[config.mk]
export PLATFORM = sky130hd
export DESIGN_NAME = stereo_serial_tx
export DESIGN_NICKNAME = d
export VERILOG_FILES = /design/src/rtl/sps_pkg.sv /design/src/rtl/sps_clkgen.sv /design/src/rtl/sps_edge.sv /design/src/rtl/sps_shifter.sv /design/src/rtl/stereo_serial_tx.sv
export SDC_FILE = /design/constraint.sdc
export NUM_CORES = 1
export LEC_CHECK = 0
export ABC_AREA = 1
export BUFFER_PORTS_ARGS = -buffer_cell sky130_fd_sc_hd__clkbuf_2
export CAP_MARGIN = 20
export CORE_ASPECT_RATIO = 0.9
export CORE_MARGIN = 2
export CORE_UTILIZATION = 53
export DETAILED_ROUTE_END_ITERATION = 16
export GPL_TIMING_DRIVEN = 1
export PLACE_DENSITY = 0.77
export SLEW_MARGIN = 20
export SYNTH_ARGS = -nofsm -noshare
export SYNTH_HDL_FRONTEND = slang
export SYNTH_SLANG_ARGS = --single-unit
[constraint.sdc]
create_clock -name clk -period 3 [get_ports clk]
set_input_delay 0.45 -clock clk [delete_from_list [all_inputs] [get_ports clk]]
set_output_delay 0.45 -clock clk [all_outputs]
set_load 0.02 [all_outputs]
[src/rtl/sps_pkg.sv]
// Shared definitions for the stereo serial transmitter.
// Assumes: the ratio code is 2 bits; codes above 2 fall back to the largest ratio.
package sps_pkg;

    typedef enum logic [1:0] {
        RATIO_256 = 2'd0,
        RATIO_384 = 2'd1,
        RATIO_512 = 2'd2
    } ratio_e;

    // Half bit-clock period minus one, in master-clock cycles (ratio / 128 - 1).
    function automatic logic [2:0] ratio_half_m1(input logic [1:0] sel);
        case (sel)
            RATIO_256: return 3'd1;
            RATIO_384: return 3'd2;
            default:   return 3'd3;
        endcase
    endfunction

endpackage

[src/rtl/sps_clkgen.sv]
// Master-role clock generator: divides the master clock to a 64-slot bit clock
// and a 50% frame clock that changes only on bit-clock falling edges.
// Assumes: ratio_sel and fmt_i2s change only while rst_n is low.
module sps_clkgen #(
    parameter int SLOTS = 32,
    parameter int DIV_W = 3
) (
    input  logic       clk,
    input  logic       rst_n,
    input  logic       fmt_i2s,
    input  logic [1:0] ratio_sel,
    output logic       bck,
    output logic       lrck
);
    import sps_pkg::*;

    localparam int SLOT_W = $clog2(2 * SLOTS);

    logic [DIV_W-1:0]  div_q;
    logic [DIV_W-1:0]  half_m1;
    logic [SLOT_W-1:0] slot_q;
    logic [SLOT_W-1:0] slot_nxt;
    logic              bck_q;
    logic              lrck_q;

    // Divide terminal count and next slot number.
    always_comb begin
        half_m1  = DIV_W'(ratio_half_m1(ratio_sel));
        slot_nxt = slot_q + 1'b1;
    end

    // Toggle the bit clock every half period; step the slot on each fall.
    always_ff @(posedge clk) begin
        if (!rst_n) begin
            div_q  <= '0;
            bck_q  <= 1'b0;
            slot_q <= '1;
            lrck_q <= fmt_i2s;
        end else if (div_q >= half_m1) begin
            div_q <= '0;
            bck_q <= ~bck_q;
            if (bck_q) begin
                slot_q <= slot_nxt;
                lrck_q <= ~slot_nxt[SLOT_W-1] ^ fmt_i2s;
            end
        end else begin
            div_q <= div_q + 1'b1;
        end
    end

    assign bck  = bck_q;
    assign lrck = lrck_q;

    // Frame clock moves only together with a falling bit-clock edge.
    assert_lr_on_fall_R4: assert property (@(posedge clk) disable iff (!rst_n)
        !$stable(lrck_q) |-> $fell(bck_q));

endmodule

[src/rtl/sps_edge.sv]
// Edge detector for a bit-clock level sampled on the master clock.
// Assumes: the level stays stable for at least two master-clock cycles.
module sps_edge (
    input  logic clk,
    input  logic rst_n,
    input  logic lvl,
    output logic rise,
    output logic fall
);
    logic lvl_d_q;

    // Remember the previous level.
    always_ff @(posedge clk) begin
        if (!rst_n) lvl_d_q <= 1'b0;
        else        lvl_d_q <= lvl;
    end

    assign rise = lvl & ~lvl_d_q;
    assign fall = ~lvl & lvl_d_q;

endmodule

[src/rtl/sps_shifter.sv]
// Serializer: holds strobed samples, copies them at the left-half start,
// counts bit slots per half and drives one bit per bit-clock fall.
// Assumes: rise and fall never coincide; the frame clock changes while bck is low.
module sps_shifter #(
    parameter int W     = 24,
    parameter int SW    = 16,
    parameter int CNT_W = 6
) (
    input  logic         clk,
    input  logic         rst_n,
    input  logic         fmt_i2s,
    input  logic         rise,
    input  logic         fall,
    input  logic         lr_lvl,
    input  logic         sample_valid,
    input  logic [W-1:0] left_in,
    input  logic [W-1:0] right_in,
    output logic         sdo
);
    logic [W-1:0]     hold_l_q, hold_r_q, shadow_r_q, cur_w_q, word_n;
    logic             cur_short_q, framed_q, synced_q, lr_rise_q, sdo_q;
    logic [CNT_W-1:0] cnt_q, slot_nxt;
    logic             edge_now, enter_left, half_short, sdo_n;

    // Bit k of a word counted from its MSB, 0 beyond the active width.
    function automatic logic pick_bit(input logic [W-1:0] word, input logic short_w, input int k);
        int lim;
        lim = short_w ? SW : W;
        if (k < 0 || k >= lim) return 1'b0;
        return word[W-1-k];
    endfunction

    // Frame-edge detection, slot stepping and next output bit.
    always_comb begin
        edge_now   = fall && synced_q && (lr_lvl != lr_rise_q);
        enter_left = fmt_i2s ? ~lr_lvl : lr_lvl;
        half_short = (cnt_q == CNT_W'(SW - 1));
        word_n     = enter_left ? hold_l_q : shadow_r_q;
        slot_nxt   = edge_now ? '0 : ((&cnt_q) ? cnt_q : cnt_q + 1'b1);
        if (edge_now)
            sdo_n = fmt_i2s ? pick_bit(cur_w_q, cur_short_q, int'(cnt_q)) : word_n[W-1];
        else if (!framed_q)
            sdo_n = 1'b0;
        else
            sdo_n = pick_bit(cur_w_q, cur_short_q, int'(slot_nxt) - int'(fmt_i2s));
    end

    // Capture strobed samples into the hold registers.
    always_ff @(posedge clk) begin
        if (!rst_n) begin
            hold_l_q <= '0;
            hold_r_q <= '0;
        end else if (sample_valid) begin
            hold_l_q <= left_in;
            hold_r_q <= right_in;
        end
    end

    // Sample the frame clock on bit-clock rises.
    always_ff @(posedge clk) begin
        if (!rst_n) begin
            lr_rise_q <= 1'b0;
            synced_q  <= 1'b0;
        end else if (rise) begin
            lr_rise_q <= lr_lvl;
            synced_q  <= 1'b1;
        end
    end

    // On each bit-clock fall: step the slot, swap words at edges, drive data.
    always_ff @(posedge clk) begin
        if (!rst_n) begin
            cnt_q       <= '0;
            cur_w_q     <= '0;
            shadow_r_q  <= '0;
            cur_short_q <= 1'b0;
            framed_q    <= 1'b0;
            sdo_q       <= 1'b0;
        end else if (fall) begin
            cnt_q <= slot_nxt;
            sdo_q <= sdo_n;
            if (edge_now) begin
                cur_w_q     <= word_n;
                cur_short_q <= half_short;
                framed_q    <= 1'b1;
                if (enter_left) shadow_r_q <= hold_r_q;
            end
        end
    end

    assign sdo = sdo_q;

    // Data moves only right after a bit-clock fall.
    assert_sdo_on_fall_R1: assert property (@(posedge clk) disable iff (!rst_n)
        !$stable(sdo_q) |-> $past(fall));

    // Line stays quiet until the first frame edge.
    assert_quiet_unframed_R10: assert property (@(posedge clk) disable iff (!rst_n)
        !framed_q |-> !sdo_q);

    // Held samples move only on the strobe.
    assert_hold_on_strobe_R8: assert property (@(posedge clk) disable iff (!rst_n)
        !sample_valid |=> ($stable(hold_l_q) && $stable(hold_r_q)));

    // The right shadow changes only at a left-half start.
    assert_shadow_frame_R9: assert property (@(posedge clk) disable iff (!rst_n)
        !(edge_now && enter_left) |=> $stable(shadow_r_q));

endmodule

[src/rtl/stereo_serial_tx.sv]
// Top: selects generated or external clocks, detects bit-clock edges and
// serializes the left/right samples.
// Assumes: external clocks are synchronous to clk and at most clk/4;
// mode inputs change only during reset.
module stereo_serial_tx #(
    parameter int SAMPLE_W = 24,
    parameter int SHORT_W  = 16,
    parameter int SLOTS    = 32
) (
    input  logic                clk,
    input  logic                rst_n,
    input  logic                fmt_i2s,
    input  logic                role_master,
    input  logic [1:0]          ratio_sel,
    input  logic [SAMPLE_W-1:0] left_in,
    input  logic [SAMPLE_W-1:0] right_in,
    input  logic                sample_valid,
    input  logic                bck_in,
    input  logic                lrck_in,
    output logic                sdo,
    output logic                bck_o,
    output logic                lrck_o
);
    localparam int CNT_W = $clog2(2 * SLOTS);

    logic gen_bck, gen_lrck, ext_bck_q, ext_lrck_q;
    logic bck_lvl, lr_lvl, bck_rise, bck_fall;

    sps_clkgen #(.SLOTS(SLOTS), .DIV_W(3)) u_clkgen (
        .clk(clk), .rst_n(rst_n), .fmt_i2s(fmt_i2s), .ratio_sel(ratio_sel),
        .bck(gen_bck), .lrck(gen_lrck)
    );

    // Register the external clocks into the master-clock domain.
    always_ff @(posedge clk) begin
        if (!rst_n) begin
            ext_bck_q  <= 1'b0;
            ext_lrck_q <= 1'b0;
        end else begin
            ext_bck_q  <= bck_in;
            ext_lrck_q <= lrck_in;
        end
    end

    // Pick the clock source for the serializer.
    always_comb begin
        bck_lvl = role_master ? gen_bck  : ext_bck_q;
        lr_lvl  = role_master ? gen_lrck : ext_lrck_q;
    end

    sps_edge u_edge (
        .clk(clk), .rst_n(rst_n), .lvl(bck_lvl), .rise(bck_rise), .fall(bck_fall)
    );

    sps_shifter #(.W(SAMPLE_W), .SW(SHORT_W), .CNT_W(CNT_W)) u_shifter (
        .clk(clk), .rst_n(rst_n), .fmt_i2s(fmt_i2s), .rise(bck_rise), .fall(bck_fall),
        .lr_lvl(lr_lvl), .sample_valid(sample_valid), .left_in(left_in),
        .right_in(right_in), .sdo(sdo)
    );

    assign bck_o  = role_master & gen_bck;
    assign lrck_o = role_master & gen_lrck;

endmodule

==> Word-level counts from Yosys, hierarchy flattened <==
Index checks and enable logic that the tools add are counted.
{ "op_classes": {"addsub": 6, "order_cmp": 6, "n_eq_ne": 5, "muxes": 29, "bitwise": 11, "reduce_logical": 10} }
{ "ops": {"columns": ["cell", "n"], "rows": [
  ["32-bit by 7-bit less-than comparator with 1-bit output (second input constant)", 2],
  ["32-bit greater-or-equal comparator", 1],
  ["7-bit by 32-bit greater-or-equal comparator with 1-bit output", 1],
  ["32-bit by 1-bit less-than comparator with 1-bit output (second input constant)", 1],
  ["6-bit by 32-bit subtractor with 32-bit output (first input constant)", 1],
  ["24-bit two-way mux", 1],
  ["1-bit two-way mux", 22],
  ["6-bit by 1-bit adder with 6-bit output (second input constant)", 2],
  ["6-bit two-way mux", 2],
  ["1-bit binary-select mux with 5-bit select", 2],
  ["5-bit by 6-bit subtractor with 7-bit output (first input constant)", 1],
  ["6-bit by 1-bit subtractor with 7-bit output", 1],
  ["6-bit by 4-bit == test with 1-bit output (second input constant)", 1],
  ["1-bit inverter", 6],
  ["2-bit AND reduction", 3],
  ["6-bit AND reduction", 1],
  ["1-bit AND", 4],
  ["4-bit two-way mux", 1],
  ["2-bit by 1-bit inequality test with 1-bit output (second input constant)", 2],
  ["2-bit case mux with 2 select lines", 1],
  ["3-bit by 1-bit adder with 3-bit output (second input constant)", 1],
  ["3-bit by 2-bit greater-or-equal comparator with 1-bit output", 1],
  ["3-bit AND reduction", 1],
  ["2-bit by 1-bit == test with 1-bit output (second input constant)", 1],
  ["6 further kinds", 7]
]} }
{ "totals": {"regBits": 121, "input_bits": 57, "elab_cells": 84} }

==> Logic depth before layout (Yosys ltp) <==
{ "logic_depth": {"ltp_word": 15, "ltp_mapped": 27, "mapped_depth_nobuf": 25} }

==> Cells and area by module <==
Synthesis repeated with hierarchy kept, for this count alone.
{ "hier_totals": {"cells_unflattened": 769, "hier_area_um2": 5686.7} }
{ "modules_own_cells": {"columns": ["mod", "n_inst", "cells_each", "area_each_um2", "seq_area_each_um2"], "rows": [
  ["sps_shifter", 1, 671, 4952.2, 2142.1],
  ["sps_clkgen", 1, 76, 600.6, 230.2],
  ["stereo_serial_tx", 1, 15, 88.8, 40.0],
  ["sps_edge", 1, 7, 45.0, 20.0]
]} }

==> Worst setup path after synthesis <==
OpenSTA, ideal clock, no wires.
{ "synth_timing": {"path_kind": "input to register", "start": "input role_master", "end": "register u_shifter.sdo_q (netlist: u_shifter.sdo)", "arrival_ps": 2849, "t_required_ps": 2934, "setup_slack_ps": 85, "cell_stages": 27, "n_path_buf": 2, "cell_sequence": "inv_1 > nand2_1 > nand2_1 > nand2_1 > nand2_1 > nand2_2 > buf_6 > inv_1 > buf_2 > a21oi_1 > o21ai_0 > ha_1 > nand3_1 > nand2_1 > nand2_1 > ha_1 > nor3_1 > nor2_1 > nor2_1 > nand3_1 > nand2_1 > nand2_1 > inv_1 > nand2_1 > nand2_1 > nand2_1 > a21oi_2"} }
{ "synth_between": {"elab_chain_len": 15} }
{ "synth_rtl": {"columns": ["item", "line_no", "source"], "rows": [
  ["start, declared", "stereo_serial_tx.sv:13", "input logic role_master,"],
  ["parallel branches: the longest is 15 deep, another holds 6-bit by 32-bit subtractor with 32-bit output", null, null],
  ["end signal, assigned", "sps_shifter.sv:81", "sdo_q <= sdo_n;"],
  ["end, declared", "sps_shifter.sv:21", "logic cur_short_q, framed_q, synced_q, lr_rise_q, sdo_q;"]
]} }
Several ways; the timed one is not identified. The select of a mux whose other input is x is not followed.
A chain may end at the register's enable or synchronous reset.

==> Final worst setup path <==
{ "layout_timing": {"start": "register u_shifter.cnt_q[0]", "end": "register u_shifter.sdo_q (netlist: u_shifter.sdo)"} }
{ "layout_between": {"elab_chain_len": 12} }
{ "layout_rtl": {"columns": ["item", "line_no", "source"], "rows": [
  ["start, declared", "sps_shifter.sv:22", "logic [CNT_W-1:0] cnt_q, slot_nxt;"],
  ["start signal, assigned", "sps_shifter.sv:80", "cnt_q <= slot_nxt;"],
  ["parallel branches: the longest is 11 deep, another holds 6-bit by 32-bit subtractor with 32-bit output", null, null],
  ["1-bit two-way mux *", "sps_shifter.sv:40", "if (edge_now)"]
]} }
Every way passes the cells marked *. The select of a mux whose other input is x is not followed.

==> impl_metrics.tcl <==
set metrics [dict create \
    p_leak_nw 2.85 \
    pre_cts_ws_ps -13.7 \
    dpl.hpwl_um 9490 \
    ys_async_sr_fraction_pct 0 \
    synth.net_count 824 \
    drtAntennaViolNets 0 \
    crit_type "reg2reg" \
    startpoint_type "flip-flop" \
    yosysSeqAreaShare_pct 44.8 \
    track_usage_pct 25.7 \
    fin_util_pct 63.4 \
    htreeDepth 4 \
    swShare_pct 28.1 \
    crit_top_cell "nand2_1" \
    grt_pass1_wl_um 23000 \
    cp.required_ps 3330 \
    clk_latency_ps 400 \
    critPathLaunch "u_shifter.cnt_q[0]" \
    final-hold-violation-count 0 \
    max_stage_delay_ps 340 \
    critPathBufInv 2 \
    power.switching_mw 1.28 \
    antenna_found_initial 0 \
    dieArea_mm2 0.0111 \
    final_nets 875 \
    cp-end-kind "flip-flop" \
    fin_crit_sh_pct 91.4 \
    path_max_fanout 5 \
    critPathArrivalTime_ps 3070 \
    initial_core_util_pct 53.6 \
    ys_top_cells_by_area "dfxtp_1, o21ai_0, nor2_1, a21oi_1, nand2_1" \
    power.density_mw_per_mm2 713 \
    dp.cells 917 \
    p_clk_share_pct 42.9 \
    finalSetupViolCount 0 \
    hold_slack_ps 248 \
    cts.path.max_buffers 2 \
    critPathTopFamily "simple AND/OR/NAND/NOR gates" \
    yosysTopAreaCell "dfxtp_1" \
    antenna_cells 0 \
    clk_pin_slew_worst_paths_ps 50 \
    grt_max_degree 48 \
    area_delta_synth_final_pct 18.2 \
    drc_errors 0 \
    firstDrtPassIters 5 \
    placementRows 35 \
    rsz0062_at_grt "false" \
    max-slew-margin-rel_pct 38.8 \
    r2r-start "u_shifter.cnt_q[0]" \
    synth_top_area_share_pct 44.3 \
    yosysUniqueCellTypes 32 \
    tightest_slew_ps 917 \
    holdCritStartpoint "bck_in" \
    io_buffers 59 \
    synth_area_per_cell_um2 7.17 \
    fmax_ghz 0.365 \
    netlist_instances 757 \
    die_h_um 100 \
    grt_pass1_vias 4835 \
    num-fill-cells 898 \
    p_seq_share_pct 39.5 \
    finalClockSkew_ps 4.27 \
    status "completed" \
    combPwrFrac_pct 17.6 \
    place.gp.congestion 0.907 \
    root_buffer "clkbuf_16" \
    clkSinkCount 121 \
    slowest_stage "dfxtp_1" \
    drt-total-wl_um 13800 \
    yosysWarningCount 0 \
    layoutNonFillerInstCount 948 \
    synth-edff-count 1 \
    viasPerCell 5.41 \
    wl_per_cell_um 14.6 \
    die_w_um 111 \
    fin_crit_ps 2740 \
    synth_most_common_cell "nor2_1" \
    internal-power_mw 3.29 \
    ir_drop_mv 0.397 \
    cts_tree "done" \
    cts_made_buffers 17 \
    slew_violations 0 \
    r2r_setup_slack_ps 260 \
    cap_violations 0 \
    synth_area_mm2 0.00542 \
    via_count 5133 \
    worstHoldPathType "in2reg" \
    drive_gt1_share_pct 15.3 \
    finalPower_mw 4.57 \
    grt-ovfl-total 0 \
    drtIter0Drc 406 \
    core_area_mm2 0.0101 \
    synthTopCellsByCount "nor2_1, dfxtp_1, nand2_1, o21ai_0, a21oi_1" \
    io_pins 60 \
    path_cells "ha_2 -> nand3_4 -> inv_2 -> nand2_2 -> o21ai_1 -> ha_2 -> nand3_1 -> nand2_1 -> nand2_1 -> ha_1 -> nor3_1 -> nor2_1 -> nor2_1 -> nand3_1 -> nand2_1 -> nand2_1 -> inv_1 -> nand2_1 -> nand2_1 -> nand2_1 -> a21oi_2" \
    ys_seq_elements 121 \
    layout_setup_ws_ps 258 \
    yosys_most_used_dff "dfxtp_1" \
]
## metal layers
| metal | part of all wire [%] | global-route usage, % |
|---|---|---|
| met1 | 45 | 32.0 |
| met2 | 48 | 43.6 |
| met3 | 4.3 | 5.80 |
| met4 | 2.7 | 10.8 |
| met5 | 0 | 0 |
## repair_timing
| item | 4_1_cts | 5_1_grt |
|---|---|---|
| hold buffers | 0 | 0 |
| endpoints found under the setup margin | 0 | 1 |
| gates resized for setup | 0 | 4 |
| buffers inserted | 0 | 1 |
## state kept, by name, indices dropped and copies added (netlist names)
name,cells
u_shifter.framed_q,1
u_shifter.sdo,1
u_clkgen.lrck,1
u_shifter.cur_short_q,1
u_shifter.shadow_r_q,24
u_edge.lvl_d_q,1
u_shifter.lr_rise_q,1
u_shifter.cur_w_q,24
u_shifter.hold_r_q,24
ext_lrck_q,1
u_shifter.cnt_q,6
u_clkgen.slot_q,6
u_shifter.synced_q,1
u_shifter.hold_l_q,24
ext_bck_q,1
u_clkgen.div_q,3
u_clkgen.bck,1
## area by class of cell
class	count	area [µm²]	area share (%)
clock inverters	5	60.1	0.937
multi-input cells	532	2580	40.2
clock buffers	25	517	8.06
inverters	57	214	3.34
well taps	129	161	2.52
flip-flops and latches	121	2430	38.0
repair buffers	79	445	6.95
## power by group through the flow
stage | registers, mW | clock network, mW | logic (mW)
after floorplan | 1.82 | 0 | 0.576
after global placement | 1.83 | 0 | 0.762
after detailed placement | 1.83 | 0 | 0.786
after CTS | 1.80 | 1.99 | 0.797
after global routing | 1.82 | 2.07 | 0.918
final | 1.80 | 1.96 | 0.804
## cells by family (layout without fill, tap and decap cells)
group           count (synthesis)  after routing  share of synthesized area, %
compound gates                208            208                          20.4
xor+xnor                        5              5                         0.807
fa+ha+maj                      10             10                          2.31
buf+inv                       104            166                          7.75
flops                         121            121                          44.8
simple gates                  309            309                          23.9
## cell usage in the layout (no fill, tap or decap), types with 2 or more instances in the layout
cell	count
o211ai_1	5
o21ai_0	96
clkinv_4	2
clkbuf_16	18
nand2_2	7
a21oi_1	91
clkbuf_1	3
nor2_1	123
ha_1	8
nand4_1	5
nor3_1	4
inv_1	56
clkbuf_8	4
nand2_1	117
nand3_2	2
or2_2	2
nand3_1	45
dfxtp_1	120
xor2_1	4
ha_2	2
clkbuf_2	59
buf_4	20
a221oi_1	11
## worst register-to-register path, delay by kind of cell, from the launching register on
kind	cells	cell delay, ps
compound gates	2	310
fa+ha+maj	3	740
buf+inv	2	120
flops	1	340
simple gates	14	1160
## per-stage QoR
stage	cell area, µm²	setup TNS (ps)
floorplan	5420	0
global placement	5820	0
detailed placement	5820	-13.7
CTS	6390	0
global route	6410	0
finish	6410	0
## final timing paths
kind | endpoint | cells past startpoint
setup / recovery | u_shifter.sdo | 21
hold / removal | ext_bck_q | 3
setup reg to reg | u_shifter.sdo | 21
hold reg to reg | u_shifter.cur_w_q[15] | 2
Power figures use the tool's default switching activity.
